[src/rtl/gfp_pkg.sv]
package gfp_pkg;
  localparam int unsigned PORT_W = 32;
  localparam int unsigned LANES  = PORT_W / 8;

  typedef enum logic [1:0] {
    SZ_BYTE = 2'd0,
    SZ_HALF = 2'd1,
    SZ_WORD = 2'd2,
    SZ_RSVD = 2'd3
  } acc_size_e;

  typedef enum logic [1:0] {
    SEL_NONE = 2'd0,
    SEL_DIR  = 2'd1,
    SEL_SET  = 2'd2
  } reg_sel_e;

  // Lanes touched by an access of the given size at the given low address bits.
  function automatic logic [LANES-1:0] size_lanes(input logic [1:0] low,
                                                  input logic [1:0] size);
    logic [LANES-1:0] m;
    m = '0;
    case (size)
      SZ_BYTE: m = LANES'(1) << low;
      SZ_HALF: m = low[0] ? '0 : (low[1] ? 4'b1100 : 4'b0011);
      SZ_WORD: m = (low == 2'b00) ? '1 : '0;
      default: m = '0;
    endcase
    return m;
  endfunction

  // Expand a lane mask to a bit mask.
  function automatic logic [PORT_W-1:0] lane_bits(input logic [LANES-1:0] lanes);
    logic [PORT_W-1:0] b;
    for (int k = 0; k < LANES; k++) b[8*k +: 8] = {8{lanes[k]}};
    return b;
  endfunction

  // Set-only latch update, filtered by pin ownership.
  function automatic logic [PORT_W-1:0] set_merge(input logic [PORT_W-1:0] latch,
                                                  input logic [PORT_W-1:0] data,
                                                  input logic [PORT_W-1:0] mask,
                                                  input logic [PORT_W-1:0] dir,
                                                  input logic [PORT_W-1:0] func);
    return latch | (data & mask & dir & ~func);
  endfunction
endpackage

[src/rtl/gfp_decode.sv]
module gfp_decode
  import gfp_pkg::*;
#(
  parameter int unsigned NUM_PORTS = 5,
  parameter int unsigned ADDR_W    = 8,
  parameter int unsigned BANK_LSB  = 5,
  parameter int unsigned DIR_WOFS  = 0,
  parameter int unsigned SET_WOFS  = 6
) (
  input  logic                 clk,
  input  logic                 rst_n,
  input  logic                 bus_wr,
  input  logic [ADDR_W-1:0]    bus_addr,
  input  logic [1:0]           bus_size,
  input  logic [LANES-1:0]     bus_be,
  output logic [NUM_PORTS-1:0] dir_wr,
  output logic [NUM_PORTS-1:0] set_wr,
  output logic [PORT_W-1:0]    wr_mask,
  output logic [NUM_PORTS-1:0] rd_bank,
  output reg_sel_e             rd_sel
);
  localparam int unsigned BANK_W = ADDR_W - BANK_LSB;
  localparam int unsigned WOFS_W = BANK_LSB - 2;

  logic [BANK_W-1:0] bank;
  logic [WOFS_W-1:0] wofs;
  logic [LANES-1:0]  lanes;
  logic              lanes_any;

  assign bank      = bus_addr[ADDR_W-1:BANK_LSB];
  assign wofs      = bus_addr[BANK_LSB-1:2];
  assign lanes     = size_lanes(bus_addr[1:0], bus_size) & bus_be;
  assign lanes_any = |lanes;
  assign wr_mask   = lane_bits(lanes);

  always_comb begin
    if (wofs == WOFS_W'(DIR_WOFS))      rd_sel = SEL_DIR;
    else if (wofs == WOFS_W'(SET_WOFS)) rd_sel = SEL_SET;
    else                                rd_sel = SEL_NONE;
  end

  for (genvar p = 0; p < NUM_PORTS; p++) begin : g_bank
    assign rd_bank[p] = (bank == BANK_W'(p));
    assign dir_wr[p]  = bus_wr && lanes_any && rd_bank[p] && (rd_sel == SEL_DIR);
    assign set_wr[p]  = bus_wr && lanes_any && rd_bank[p] && (rd_sel == SEL_SET);
  end

  // one write reaches at most one register of one bank
  assert_single_target_R10: assert property (@(posedge clk) disable iff (!rst_n)
    $onehot0({dir_wr, set_wr}));
  // a byte access never spans more than one lane
  assert_byte_one_lane_R3: assert property (@(posedge clk) disable iff (!rst_n)
    (bus_size == SZ_BYTE) |-> ($countones(wr_mask) <= 8));
  // reserved size never produces a write
  assert_rsvd_no_write_R6: assert property (@(posedge clk) disable iff (!rst_n)
    (bus_size == SZ_RSVD) |-> (dir_wr == '0 && set_wr == '0));
endmodule

[src/rtl/gfp_port.sv]
module gfp_port
  import gfp_pkg::*;
(
  input  logic              clk,
  input  logic              rst_n,
  input  logic              dir_wr,
  input  logic              set_wr,
  input  logic [PORT_W-1:0] wr_mask,
  input  logic [PORT_W-1:0] wdata,
  input  logic [PORT_W-1:0] func,
  output logic [PORT_W-1:0] dir_q,
  output logic [PORT_W-1:0] latch_q,
  output logic [PORT_W-1:0] oe
);
  logic [PORT_W-1:0] dir_nxt;
  logic [PORT_W-1:0] latch_nxt;

  assign dir_nxt   = (dir_q & ~wr_mask) | (wdata & wr_mask);
  assign latch_nxt = set_merge(latch_q, wdata, wr_mask, dir_q, func);
  assign oe        = dir_q & ~func;

  always_ff @(posedge clk or negedge rst_n) begin
    if (!rst_n) begin
      dir_q   <= '0;
      latch_q <= '0;
    end else begin
      if (dir_wr) dir_q   <= dir_nxt;
      if (set_wr) latch_q <= latch_nxt;
    end
  end

  // latch bits never fall
  assert_latch_no_fall_R7: assert property (@(posedge clk) disable iff (!rst_n)
    1'b1 |=> ((latch_q & $past(latch_q)) == $past(latch_q)));
  // a latch bit only rises on an owned output pin
  assert_latch_rise_filtered_R7: assert property (@(posedge clk) disable iff (!rst_n)
    1'b1 |=> ((latch_q & ~$past(latch_q) & ~($past(dir_q) & ~$past(func))) == '0));
  // output enable stays off for inputs and function-owned pins
  assert_oe_owned_R9: assert property (@(posedge clk) disable iff (!rst_n)
    ((oe & func) == '0) && ((oe & ~dir_q) == '0));
  // lanes outside the write mask keep their direction bits
  assert_dir_lanes_kept_R3: assert property (@(posedge clk) disable iff (!rst_n)
    dir_wr |=> (((dir_q ^ $past(dir_q)) & ~$past(wr_mask)) == '0));
  // no decoded hit, no direction change
  assert_dir_idle_stable_R10: assert property (@(posedge clk) disable iff (!rst_n)
    !dir_wr |=> $stable(dir_q));
endmodule

[src/rtl/gfp_top.sv]
module gfp_top
  import gfp_pkg::*;
#(
  parameter int unsigned NUM_PORTS = 5,
  parameter int unsigned ADDR_W    = 8
) (
  input  logic                        clk,
  input  logic                        rst_n,
  input  logic                        bus_wr,
  input  logic [ADDR_W-1:0]           bus_addr,
  input  logic [1:0]                  bus_size,
  input  logic [3:0]                  bus_be,
  input  logic [31:0]                 bus_wdata,
  output logic [31:0]                 bus_rdata,
  input  logic [NUM_PORTS*32-1:0]     pin_func,
  output logic [NUM_PORTS*32-1:0]     pin_out,
  output logic [NUM_PORTS*32-1:0]     pin_oe
);
  localparam int unsigned BANK_LSB = 5;
  localparam int unsigned DIR_WOFS = 0;
  localparam int unsigned SET_WOFS = 6;

  logic [NUM_PORTS-1:0] dir_wr;
  logic [NUM_PORTS-1:0] set_wr;
  logic [NUM_PORTS-1:0] rd_bank;
  logic [PORT_W-1:0]    wr_mask;
  reg_sel_e             rd_sel;
  logic [PORT_W-1:0]    dir_all   [NUM_PORTS];
  logic [PORT_W-1:0]    latch_all [NUM_PORTS];
  logic                 rd_mapped;

  gfp_decode #(
    .NUM_PORTS(NUM_PORTS), .ADDR_W(ADDR_W), .BANK_LSB(BANK_LSB),
    .DIR_WOFS(DIR_WOFS), .SET_WOFS(SET_WOFS)
  ) i_decode (
    .clk(clk), .rst_n(rst_n), .bus_wr(bus_wr), .bus_addr(bus_addr),
    .bus_size(bus_size), .bus_be(bus_be), .dir_wr(dir_wr), .set_wr(set_wr),
    .wr_mask(wr_mask), .rd_bank(rd_bank), .rd_sel(rd_sel)
  );

  for (genvar p = 0; p < NUM_PORTS; p++) begin : g_port
    logic [PORT_W-1:0] oe_p;
    gfp_port i_port (
      .clk(clk), .rst_n(rst_n), .dir_wr(dir_wr[p]), .set_wr(set_wr[p]),
      .wr_mask(wr_mask), .wdata(bus_wdata), .func(pin_func[p*PORT_W +: PORT_W]),
      .dir_q(dir_all[p]), .latch_q(latch_all[p]), .oe(oe_p)
    );
    assign pin_out[p*PORT_W +: PORT_W] = latch_all[p];
    assign pin_oe[p*PORT_W +: PORT_W]  = oe_p;
  end

  assign rd_mapped = (|rd_bank) && (rd_sel != SEL_NONE);

  always_comb begin
    bus_rdata = '0;
    for (int p = 0; p < NUM_PORTS; p++) begin
      if (rd_bank[p]) begin
        if (rd_sel == SEL_DIR)      bus_rdata = dir_all[p];
        else if (rd_sel == SEL_SET) bus_rdata = latch_all[p];
      end
    end
  end

  // unmapped reads return zero
  assert_unmapped_zero_R10: assert property (@(posedge clk) disable iff (!rst_n)
    !rd_mapped |-> (bus_rdata == '0));
endmodule

[config.mk]
export PLATFORM = sky130hd
export DESIGN_NAME = gfp_top
export DESIGN_NICKNAME = d
export VERILOG_FILES = /design/src/rtl/gfp_pkg.sv /design/src/rtl/gfp_decode.sv /design/src/rtl/gfp_port.sv /design/src/rtl/gfp_top.sv
export SDC_FILE = /design/constraint.sdc
export NUM_CORES = 1
export LEC_CHECK = 0
export CAP_MARGIN = 20
export CORE_AREA = 10 10 211 213
export CTS_CLUSTER_DIAMETER = 40
export DETAILED_ROUTE_END_ITERATION = 16
export DIE_AREA = 0 0 221 223
export DONT_BUFFER_PORTS = 1
export SYNTH_ARGS = -nofsm -noshare
export SYNTH_HDL_FRONTEND = slang
export SYNTH_SLANG_ARGS = --single-unit
[constraint.sdc]
create_clock -name clk -period 1.84 [get_ports clk]
set_input_delay 0.276 -clock clk [delete_from_list [all_inputs] [get_ports clk]]
set_output_delay 0.276 -clock clk [all_outputs]
set_load 0.01 [all_outputs]
* Yosys cells after proc, flatten, opt, wreduce, memory -nomap -nowiden *
Cells that the tools add are included.

cells by class
  equal/unequal tests = 9
  shift-type cells = 1
  muxes and demuxes = 21
  bitwise logic cells = 38
  reduce and logical (&&, ||, !) cells = 21

operator list
  kind                                                                   number
  32-bit AND                                                             21
  32-bit 2-to-1 mux                                                      15
  32-bit OR                                                              10
  32-bit inverter                                                        6
  1-bit logical AND                                                      16
  4-bit 2-to-1 mux                                                       3
  4-bit one-hot mux with 3 select lines                                  1
  3-bit by 2-bit equality test with 1-bit output, second input constant  2
  3-bit equality test, second input constant                             2
  3-bit zero test                                                        2
  4-bit AND                                                              1
  2-bit by 1-bit equality test with 1-bit output, second input constant  2
  2-bit equality test, second input constant                             2
  2-bit zero test                                                        2
  2-bit 2-to-1 mux                                                       2
  4-bit OR reduction                                                     1
  1-bit by 2-bit left shift with 4-bit output, first input constant      1
  3-bit by 1-bit equality test with 1-bit output, second input constant  1

storage, ports and cells
  flip-flop bits (word level) = 320
  bits of input ports = 209
  word-level logic and storage cells = 100

* Logic depth before layout (Yosys ltp) *
Gate-level depths: netlist of the first run.

  depth after elaboration = 19
  mapped depth = 7
  depth with buffers taken out = 4

* Modules after synthesis *
Synthesis of the first run repeated with hierarchy kept, for this count alone.

unflattened totals
  cell total of the unflattened synthesis = 1543
  area, all modules = 17823.3 um^2

by module, submodules not included
  module      times used  cells each  area an instance (um^2)  seq. area each (um^2)
  gfp_port    5           198         2763.9                   1601.5
  gfp_top     1           475         3479.6                   0.0
  gfp_decode  1           78          524.3                    0.0

* Worst setup path before layout of the first run *
OpenSTA, ideal clock, no wires.

  path type = input to output
  start = in bus_addr[5]
  end = out bus_rdata[5]
  arrival = 1.544 ns
  setup slack = 0.020 ns
  stages = 5
  path buffers = 2
  cell sequence = buf_2 clkbuf_1 mux2i_1 o22ai_1 a211o_1

on the way
  longest elaborated chain between the ends = 14
  elaborated cells on any way between the ends = 18
  those cells by class = eq/ne (4); mux (13); reduce/logical (1)

RTL lines
  item                   RTL line          text
  start, declared        gfp_top.sv:10     input logic [ADDR_W-1:0] bus_addr,
  3-bit zero test        gfp_decode.sv:43  assign rd_bank[p] = (bank == BANK_W'(p));
  32-bit 2-to-1 mux      gfp_top.sv:57     if (rd_bank[p]) begin
  32-bit 2-to-1 mux      gfp_top.sv:59     else if (rd_sel == SEL_SET) bus_rdata = latch_all[p];
  32-bit 2-to-1 mux      gfp_top.sv:58     if (rd_sel == SEL_DIR) bus_rdata = dir_all[p];
  32-bit 2-to-1 mux      gfp_top.sv:57
  32-bit 2-to-1 mux      gfp_top.sv:59
  32-bit 2-to-1 mux      gfp_top.sv:58
  32-bit 2-to-1 mux      gfp_top.sv:57
  32-bit 2-to-1 mux      gfp_top.sv:59
  32-bit 2-to-1 mux      gfp_top.sv:58
  32-bit 2-to-1 mux      gfp_top.sv:57
  32-bit 2-to-1 mux      gfp_top.sv:59
  32-bit 2-to-1 mux      gfp_top.sv:58
  32-bit 2-to-1 mux (*)  gfp_top.sv:57
  end, declared          gfp_top.sv:14     output logic [31:0] bus_rdata,

Mark *: on every way between the ends. The rest lies on a longest branch, timed or not.

* Worst setup path in the final report of the first run *
  start = reg g_port[2].i_port.latch_q[31]
  end = out bus_rdata[31]

on the way
  longest elaborated chain between the ends = 9

RTL lines
  item                    RTL line        text
  start, declared         gfp_port.sv:12  output logic [PORT_W-1:0] latch_q,
  start signal, assigned  gfp_port.sv:28  if (set_wr) latch_q <= latch_nxt;
  32-bit 2-to-1 mux (*)   gfp_top.sv:59
  32-bit 2-to-1 mux (*)   gfp_top.sv:58
  32-bit 2-to-1 mux (*)   gfp_top.sv:57
  32-bit 2-to-1 mux       gfp_top.sv:59
  32-bit 2-to-1 mux       gfp_top.sv:58
  32-bit 2-to-1 mux (*)   gfp_top.sv:57
  32-bit 2-to-1 mux       gfp_top.sv:59
  32-bit 2-to-1 mux       gfp_top.sv:58
  32-bit 2-to-1 mux (*)   gfp_top.sv:57

Marked as above.

==> metrics.md, run 1 <==
| Metric | Value |
|---|---|
| Run status | finished, violations left |
| Failing checks | negative hold slack, negative setup slack |
| Power density normalized to cell area | about 960 mW/mm2 |
| Crit path max-delay family | multiplexers |
| Top-Level Pins | 561 |
| Post-route worst hold slack | -0.585 ns |
| Cell-by-cell trace of the critical path | mux4_2, nand3_2, o211ai_1, buf_4 |
| Die Width | approximately 220 um |
| Worst Clk Skew | between 0.01 and 0.015 ns |
| RSZ-0062 raised after global routing | true |
| Leakage power total | between 8 and 9 nW |
| Final count of pins violating max slew | 0 |
| Cell count after placement | between 1500 and 2000 |
| Critical Path RT | 1.56 ns |
| Maximum number of pins on one net before global-route repair | about 320 |
| Number of rows in the core area | 74 |
| CP Class | reg2out |
| Per-instance average area after synthesis | about 12 um2 |
| Number of buffer and inverter instances along the worst setup path | 1 |
| Final setup slack of the worst path | -0.275 ns |
| Clock period minus worst slack | around 2.1 ns |
| Maximum level of the CTS H-tree | 2 |
| Post-synth ARST share | 1.00 |
| Final #Nets | 1620 |
| Buffer depth of the longest clock path | 3 |
| Initial Util | 0.382 |
| Seq/Total Area, Yosys | 0.519 |
| Seq cells post-synth | 320 |
| Final standard cell utilization of the core | 0.483 |
| Synthesized Nets | 1504 |
| Layout fillers | between 3000 and 4000 |
| Final std cells w/o fill | around 2000 |
| Total standard cell area after synthesis | about 0.015 mm2 |
| Category of the worst setup path capture point | output pin |
| Quantity of I/O buffers inserted on ports | 0 |
| Violation count after the first detailed-routing iteration | around 1100 |
| Final number of hold-violating endpoints | between 300 and 400 |
| Number of enable flip-flop cells after synthesis | 0 |
| Final global-route overflow total | 0 |
| IR drop worst, VDD | 1050 uV |
| Layout cells sized above 1 | 0.428 |
| Via count | between 10000 and 15000 |
| Final setup violating endpoints | 32 |
| Vert. Die Dim | about 220 um |
| Area added between synthesis and finish | 26.5% |
| CP arrival | 1.84 ns |
| Number of detailed-routing iterations run before antenna repair | 6 |
| HPWL Detailed | approximately 44000 um |
| Main synth FF type | dfrtp_1 |
| Slew of the pin with the lowest slew margin | around 1.1 ns |
| Routability cong. | between 0.8 and 0.9 |
| Post-Synthesis Cells | 1295 |
| Overall fraction of global-route tracks in use | 0.245 |
| Per-cell routed wire length | between 30 and 40 um |
| Global-route wire length before repair | approximately 92000 um |
| Maximum fanout encountered on the critical timing path | 3 |
| Max Fclk | 473 MHz |
| Synthesis Warnings | 0 |
| Type of the most critical hold path | in2async |
| Clock Tree Root | clkbuf_16 |
| Finished Cell Area | 0.0195 mm2 |
| Clock latency at the later pin of the worst-skew pair | roughly 0.57 ns |
| CP max stage cell | mux4_2 |
| Number of global-route vias before repair | ~13000 |
| Vias per inst | between 6 and 7 |
| Hold buffers post-CTS | 32 |
| Max-slew headroom at the worst pin | 0.283 |
| Crit-path max cell delay | between 0.4 and 0.5 ns |
| Antenna violations before repair | 5 |
| CTS tree | yes |
| Portion of the clock cycle consumed by the worst path in the final layout | 1.15 |
| Clock-pin transition on the worst setup and hold timing paths | about 0.05 ns |
| Post-detailed-route DRC marker count | 0 |
| Area inside the core boundary | around 0.040 mm2 |
| Final sum of negative setup slack | -2.64 ns |
| Number of library cell types mapped by synthesis | 39 |
| Area after detailed placement | roughly 0.017 mm2 |
| Worst Setup Start Kind | flip-flop |
| Num CTS Buffers | 52 |
| Routed Wire Length | roughly 63000 um |
| Clk sink count | 320 |
| Residual antenna-violating net count after detailed routing | 0 |
| Max-Cap Viols | 0 |
| Die area | between 0.04 and 0.05 mm2 |
## worst register-to-register path, delay by kind of cell, from the launching register on
kind,cells,cell delay [ns]
AND/OR/NAND/NOR,1,0.20
AO/OA/AOI/OAI,1,0.24
flip-flops,1,0.40
buffers and inverters,2,0.27
## synth_stat cells (17+ instances only)
master | instances | area, um2
nor2b_1 | 191 | 1190
o22ai_1 | 60 | 375
dfrtp_1 | 320 | 8010
clkbuf_1 | 46 | 173
a31o_2 | 160 | 1400
mux2i_1 | 60 | 601
a211o_1 | 31 | 272
buf_1 | 36 | 135
mux2_2 | 160 | 1800
nand2_1 | 17 | 63.8
a22oi_1 | 93 | 698
nor2_1 | 55 | 206
## placed cells by master (no fill, tap or decap), types with 53 or more instances in the layout
cell and n:
a22oi_1 80, a31o_2 160, buf_4 88, clkbuf_16 53, dfrtp_1 280, mux2_2 160, mux2i_1 58, nor2_1 54
nor2b_1 186, o22ai_1 55
## what timing repair did
action                     in CTS  in global routing
hold endpoints to repair      640                320
pin swaps                      53                  9
gates resized for setup        55                 18
buffers inserted               30                  3
setup endpoints to repair      32                 32
## final timing paths
path,start,cells past startpoint,slack (ns),to
min in group clk,pin_func[81],2,0.04,g_port[2].i_port.latch_q[17]
max in group asynchronous,rst_n,0,1.95,g_port[4].i_port.latch_q[24]
worst min register to register,flip-flop,1,0.51,flip-flop
worst min-delay path,rst_n,0,-0.58,g_port[2].i_port.latch_q[11]
worst max-delay path,g_port[2].i_port.latch_q[31],4,-0.28,bus_rdata[31]
worst max register to register,flip-flop,4,0.62,g_port[2].i_port.latch_q[0]
## per-stage QoR
stage	total power [mW]	setup slack, ns
final	18.6	-0.275
after global routing	19.2	-0.316
after CTS	18.8	-0.298
after detailed placement	7.85	-0.143
after global placement	7.84	-0.125
after floorplan	7.74	0.0201
## power by group
part / total [mW] / switching, mW / internal [mW]
clock network: 10.7 / 3.50 / 7.20
registers: 7.19 / 0.0688 / 7.13
logic: 0.741 / 0.433 / 0.307
total: 18.6 / 4.00 / 14.6
## layer usage
metal,up-vias,share of wire,global-route usage
li1,5144,-,-
met1,6398,0.39,0.294
met2,717,0.49,0.411
met3,127,0.088,0.0689
met4,2,0.030,0.0908
met5,-,0.00017,0
## final cells by class
cell class | instances | area (um2) | share of cell area
inverters | 3 | 11.3 | 0.000577
repair buffers | 150 | 1580 | 0.0811
well taps | 532 | 666 | 0.0341
clock inverters | 33 | 533 | 0.0273
flip-flops and latches | 320 | 8060 | 0.413
multi-input cells | 884 | 7270 | 0.373
clock buffers | 59 | 1380 | 0.0707
diodes | 4 | 10.0 | 0.000513
## cell families (layout without fill, tap and decap cells)
kind of cell	Yosys count	after routing	share of synthesized area
buffers and inverters	91	245	0.0226
flip-flops	320	320	0.519
XOR/XNOR	1	1	0.000568
AO/OA/AOI/OAI	356	356	0.184
multiplexers	222	222	0.159
other	0	4	0
AND/OR/NAND/NOR	305	305	0.115
Note: power is estimated with default switching activity, not from simulation.
==> run 2: changes to the inputs <==
CELL_PAD_IN_SITES_DETAIL_PLACEMENT = 0   (was not set)
CELL_PAD_IN_SITES_GLOBAL_PLACEMENT = 2   (was not set)
CORE_AREA = not set   (was 10 10 211 213)
CORE_MARGIN = 10   (was not set)
CORE_UTILIZATION = 36   (was not set)
DIE_AREA = not set   (was 0 0 221 223)
PLACE_DENSITY_LB_ADDON = 0.1   (was not set)
==> run 2 against run 1 <==
The run still ends with negative hold slack, negative setup slack left. Die area grew 4.6%. First-iteration DRC count fell by 12%. Core utilization down 1.0 points. Sequential share of layout area fell by 0.82 points. Power decreased by 0.29%. Fmax is 0.55% lower. Worst hold slack worse by 0.030 ns. Critical endpoint unchanged.
==> metrics.md, run 2 (synthesis gave the netlist of run 1 again) <==
| Metric | Value |
|---|---|
| Per-cell routed wire length | around 32 um |
| Switching power as a share of total power | 0.226 |
| Buffer depth of the longest clock path | 3 |
| CP arrival | approximately 1.9 ns |
| Number of buffer and inverter instances along the worst setup path | 1 |
| Clk sink count | 320 |
| Initial Util | 0.366 |
| Switch Pwr | between 4 and 5 mW |
| Power density normalized to cell area | 932 mW/mm2 |
| Vias per inst | roughly 6 |
| RSZ-0062 raised after global routing | true |
| Area added between synthesis and finish | 29.2% |
| Max Fclk | 470 MHz |
| Highest layer used for signal routing | met5 |
| Setup slack on the worst flop-to-flop path | 0.30 ns |
| Category of the worst setup path capture point | output pin |
| Worst Setup Start Kind | flip-flop |
| Routed Wire Length | between 60000 and 70000 um |
| IR drop worst, VDD | around 630 uV |
| Type of the most critical hold path | in2async |
| Final #Nets | about 1700 |
| HPWL Detailed | approximately 46000 um |
| Post-detailed-route DRC marker count | 0 |
| Most frequent cells in the layout | dfrtp_1 (272), nor2b_1 (187), a31o_2 (160), mux2_2 (160), buf_4 (88) |
| Met1 wire length | ~26000 um |
| Capture point of the worst reg-to-reg path | g_port[1].i_port.latch_q[31] |
| Sequential share of power | 0.388 |
| Gate power share | 0.044 |
| Run status | finished, violations left |
| Die area | between 0.05 and 0.06 mm2 |
| Die Width | 227 um |
| Met3 wire length | 6000 um |
| Failing checks | negative hold slack, negative setup slack |
| Number of global-route vias before repair | around 13000 |
| CTS tree | yes |
| Layout cells sized above 1 | 0.418 |
| Maximum fanout encountered on the critical timing path | 3 |
| Number of detailed-routing iterations run before antenna repair | 6 |
| Quantity of I/O buffers inserted on ports | 0 |
| Post-route worst hold slack | -0.615 ns |
| Final setup violating endpoints | 32 |
| Vert. Die Dim | around 230 um |
| Crit path max-delay family | multiplexers |
| Clock Tree Root | clkbuf_16 |
| Clock latency at the later pin of the worst-skew pair | slightly below 0.6 ns |
| Maximum level of the CTS H-tree | 2 |
| Slew of the pin with the lowest slew margin | 1.12 ns |
| Total length of routed met2 wires | between 30000 and 40000 um |
| Overall fraction of global-route tracks in use | 0.246 |
| Crit-path max cell delay | between 0.5 and 0.6 ns |
| Finished Cell Area | about 0.020 mm2 |
| Leakage power total | about 9.1 nW |
| Layout fillers | 3833 |
| Critical Path RT | 1.56 ns |
| Clock period minus worst slack | approximately 2.1 ns |
| Final setup slack of the worst path | -0.287 ns |
| Residual antenna-violating net count after detailed routing | 0 |
| Antenna violations before repair | 5 |
| Final sum of negative setup slack | -3.29 ns |
| Worst Clk Skew | ~0.015 ns |
| Clock-pin transition on the worst setup and hold timing paths | approximately 0.050 ns |
| Most frequent standard cell in the layout excluding fill and tap cells | dfrtp_1 |
| Worst setup path startpoint | g_port[2].i_port.latch_q[31] |
| Portion of the clock cycle consumed by the worst path in the final layout | 1.16 |
| Final global-route overflow total | 0 |
| Routability cong. | 0.820 |
| Number of rows in the core area | 75 |
| Relative contribution of the clock network to total power | 0.568 |
| Final number of hold-violating endpoints | 320 |
| Num CTS Buffers | between 50 and 60 |
| CP Class | reg2out |
| Violation count after the first detailed-routing iteration | between 1000 and 1500 |
| Worst r2r path cells | 3 |
| Area inside the core boundary | ~0.042 mm2 |
| Global-route wire length before repair | between 90000 and 100000 um |
| Cell-by-cell trace of the critical path | mux4_2, nand3_2, o211ai_1, buf_4 |
| Final count of pins violating max slew | 0 |
| Max-Cap Viols | 0 |
| Top-Level Pins | 561 |
| CP max stage cell | mux4_2 |
| Maximum number of pins on one net before global-route repair | between 300 and 400 |
| Via count | about 12000 |
| Pint | around 14 mW |
| Max-slew headroom at the worst pin | 0.248 |
| Area after detailed placement | approximately 0.017 mm2 |
==> run 2: per-stage QoR <==
stage	utilization	power [mW]	setup WS (ns)	std cells	hold slack (ns)
final	0.473	18.6	-0.287	2041	-0.615
after global routing	0.473	19.2	-0.357	2040	-0.651
after CTS	0.470	18.8	-0.323	2031	-0.643
after detailed placement	0.399	7.87	-0.285	1832	-0.00623
after global placement	0.399	7.86	-0.218	1832	-0.00832
after floorplan	-	7.74	0.0201	1295	-0.0196
==> run 2: routing by layer <==
layer / up-vias / track usage
met3: 101 / 0.0825
met2: 551 / 0.412
met4: 4 / 0.0752
met5: - / 0
li1: 5218 / -
met1: 6374 / 0.296
==> run 2: cell type report <==
type / instances / area, um2 / share of cell area
Sequential cell: 320 / 8070 / 0.405
Multi-Input combinational cell: 884 / 7230 / 0.363
Timing Repair Buffer: 192 / 2010 / 0.101
Clock buffer: 73 / 1590 / 0.0796
Tap cell: 539 / 674 / 0.0338
Clock inverter: 27 / 333 / 0.0167
Inverter: 3 / 11.3 / 0.000565
Antenna cell: 3 / 7.51 / 0.000377
==> run 2: power by group through the flow <==
stage	Clock (mW)	Sequential, mW	Combinational (mW)
after global routing	11.1	7.20	0.865
after CTS	10.7	7.20	0.807
after floorplan	0	7.28	0.461
after detailed placement	0	7.32	0.545
final	10.6	7.20	0.821
after global placement	0	7.32	0.543
==> run 2: what timing repair did <==
action,CTS,global route
hold buffers,71,2
pin swaps,55,15
gates cloned,0,0
resized for setup,51,23
hold endpoints to repair,640,322
endpoints found under the setup margin,32,32
buffers inserted,30,5
==> run 2: worst max path at each step <==
stage                                              end  slack, ns  cells past startpoint
after floorplan                           bus_rdata[5]       0.02                      5
after global placement    g_port[2].i_port.latch_q[29]      -0.22                      4
after detailed placement  g_port[0].i_port.latch_q[12]      -0.28                      5
after CTS                                bus_rdata[31]      -0.32                      4
after global routing                     bus_rdata[31]      -0.36                      4
final                                    bus_rdata[31]      -0.29                      4
==> run 3: changes to the inputs <==
CTS_CLUSTER_DIAMETER = 80   (was 40)
SLEW_MARGIN = 20   (was not set)
==> run 3 against run 2 <==
The run still ends with negative hold slack, negative setup slack left. Die area is the same. Non-clock buffer count fell by 42. Core utilization decreased by 2.5 points. Wire length down 1.1%. Count of clock-buffer cells in the layout decreased by 8. Via count fell by 2.0%. Power is 16% lower. Global-route usage is 0.25 points lower. Final area decreased by 5.3%. Worst hold slack better by 0.035 ns. Critical path type unchanged. Critical endpoint unchanged. Highest routed layer unchanged.
==> metrics.md, run 3 (synthesis gave the netlist of run 1 again) <==
| Metric | Value |
|---|---|
| Type of the most critical hold path | in2async |
| Most frequent standard cell in the layout excluding fill and tap cells | dfrtp_1 |
| Footprint of the multi-input gates | just over 0.007 mm2 |
| Total length of routed met2 wires | ~33000 um |
| Max-slew headroom at the worst pin | 0.229 |
| Antenna violations before repair | 5 |
| Die area | roughly 0.052 mm2 |
| Met1 wire length | 24900 um |
| Most frequent cells in the layout | dfrtp_1 (271), nor2b_1 (186), a31o_2 (160), mux2_2 (160), buf_4 (87) |
| Switching power as a share of total power | 0.227 |
| Number of rows in the core area | 75 |
| Met3 wire length | ~6400 um |
| Register area | 0.00807 mm2 |
| Final std cells w/o fill | slightly below 2000 |
| Number of buffer and inverter instances along the worst setup path | 1 |
| Die Width | between 200 and 250 um |
| Area inside the core boundary | roughly 0.042 mm2 |
| Clock Tree Root | clkbuf_16 |
| Area after detailed placement | 0.0168 mm2 |
| Clock-pin transition on the worst setup and hold timing paths | ~0.060 ns |
| Layout cells sized above 1 | 0.415 |
| Overall fraction of global-route tracks in use | 0.244 |
| Post-detailed-route DRC marker count | 0 |
| CP max stage cell | mux4_2 |
| Crit-path max cell delay | between 0.5 and 0.6 ns |
| CP arrival | 1.81 ns |
| Gate power share | 0.048 |
| Leakage power total | between 8 and 9 nW |
| Clk sink count | 320 |
| Final number of hold-violating endpoints | 320 |
| Initial Util | 0.366 |
| Total power | 15.6 mW |
| Pint | between 10 and 15 mW |
| Area added between synthesis and finish | 22.3% |
| Number of detailed-routing iterations run before antenna repair | 5 |
| Max Fclk | ~480 MHz |
| IR drop worst, VDD | roughly 660 uV |
| Top-Level Pins | 561 |
| Global-route wire length before repair | 92000 um |
| Via count | approximately 12000 |
| Layout fillers | between 3000 and 4000 |
| Crit path max-delay family | multiplexers |
| Cell count after placement | between 1500 and 2000 |
| Clock latency at the later pin of the worst-skew pair | around 0.55 ns |
| Maximum level of the CTS H-tree | 2 |
| Routability cong. | ~0.82 |
| Violation count after the first detailed-routing iteration | around 930 |
| Sequential share of power | 0.460 |
| RSZ-0062 raised after global routing | true |
| Residual antenna-violating net count after detailed routing | 0 |
| Final sum of negative setup slack | -2.29 ns |
| CTS tree | yes |
| Quantity of I/O buffers inserted on ports | 0 |
| Worst Clk Skew | 0.00697 ns |
| Num CTS Buffers | 39 |
| Critical Path RT | 1.56 ns |
| Cell-by-cell trace of the critical path | mux4_2, nand3_2, o211ai_1, buf_4 |
| Post-route worst hold slack | -0.580 ns |
| Max-Cap Viols | 0 |
| Per-cell routed wire length | about 33 um |
| Category of the worst setup path capture point | output pin |
| Portion of the clock cycle consumed by the worst path in the final layout | 1.14 |
| Buffer depth of the longest clock path | 3 |
| Switch Pwr | 3.55 mW |
| Final setup slack of the worst path | -0.249 ns |
| Worst Setup Start Kind | flip-flop |
| Run status | finished, violations left |
| Finished Cell Area | ~0.019 mm2 |
| Vert. Die Dim | approximately 230 um |
| Clock period minus worst slack | ~2.1 ns |
| Failing checks | negative hold slack, negative setup slack |
| Maximum number of pins on one net before global-route repair | between 300 and 400 |
| Final count of pins violating max slew | 0 |
| HPWL Detailed | 46400 um |
| Relative contribution of the clock network to total power | 0.492 |
| Highest layer used for signal routing | met5 |
| Final setup violating endpoints | 32 |
| Routed Wire Length | roughly 66000 um |
| Number of global-route vias before repair | between 10000 and 15000 |
| Slew of the pin with the lowest slew margin | 1.15 ns |
| Final global-route overflow total | 0 |
| Final #Nets | ~1600 |
| Vias per inst | slightly above 6 |
| CP Class | reg2out |
| Maximum fanout encountered on the critical timing path | 3 |
| Hold buffers post-CTS | 32 |
| Power density normalized to cell area | 828 mW/mm2 |
[run 3: what timing repair did]
action                     in CTS  in global routing
gates resized for setup        52                 26
setup endpoints to repair      32                 32
pin swaps                      59                 14
hold endpoints to repair      640                320
setup buffers                  30                  4
cloned                          0                  0
[run 3: through the flow]
stage	worst slack [ns]	util
finish	-0.249	0.448
global route	-0.321	0.448
CTS	-0.288	0.445
detailed placement	-0.285	0.399
global placement	-0.218	0.399
floorplan	0.0201	-
[run 3: path summary, 6_finish.rpt]
kind	slack (ns)	from	cells after the start	endpoint
min	-0.58	rst_n	0	g_port[4].i_port.latch_q[6]
max in group asynchronous	1.86	rst_n	0	g_port[4].i_port.latch_q[17]
max	-0.25	g_port[3].i_port.latch_q[31]	4	bus_rdata[31]
max reg2reg	0.66	flip-flop	4	g_port[1].i_port.latch_q[17]
min in group clk	0.05	pin_func[22]	2	g_port[0].i_port.latch_q[22]
min reg2reg	0.52	flip-flop	1	flip-flop
[run 3: layout make-up]
| cell class | count | share of cell area |
|---|---|---|
| repair buffers | 150 | 0.0845 |
| diodes | 2 | 0.000265 |
| flip-flops and latches | 320 | 0.428 |
| clock inverters | 3 | 0.00212 |
| clock buffers | 65 | 0.0650 |
| inverters | 3 | 0.000597 |
| multi-input cells | 884 | 0.384 |
| well taps | 539 | 0.0357 |
[run 3: power groups by stage]
| stage | registers (mW) | logic, mW | clock network (mW) |
|---|---|---|---|
| 2_1_floorplan | 7.28 | 0.461 | 0 |
| 3_5_place_dp | 7.32 | 0.545 | 0 |
| 5_1_grt | 7.20 | 0.796 | 8.19 |
| 4_1_cts | 7.19 | 0.746 | 7.84 |
| 6_report | 7.19 | 0.754 | 7.69 |
| 3_3_place_gp | 7.32 | 0.543 | 0 |
[run 3: metal layers]
| layer | GRT usage | vias to the layer above |
|---|---|---|
| met5 | 0 | - |
| met1 | 0.291 | 6215 |
| met3 | 0.0802 | 94 |
| met4 | 0.0681 | 4 |
| met2 | 0.414 | 596 |
| li1 | - | 5092 |
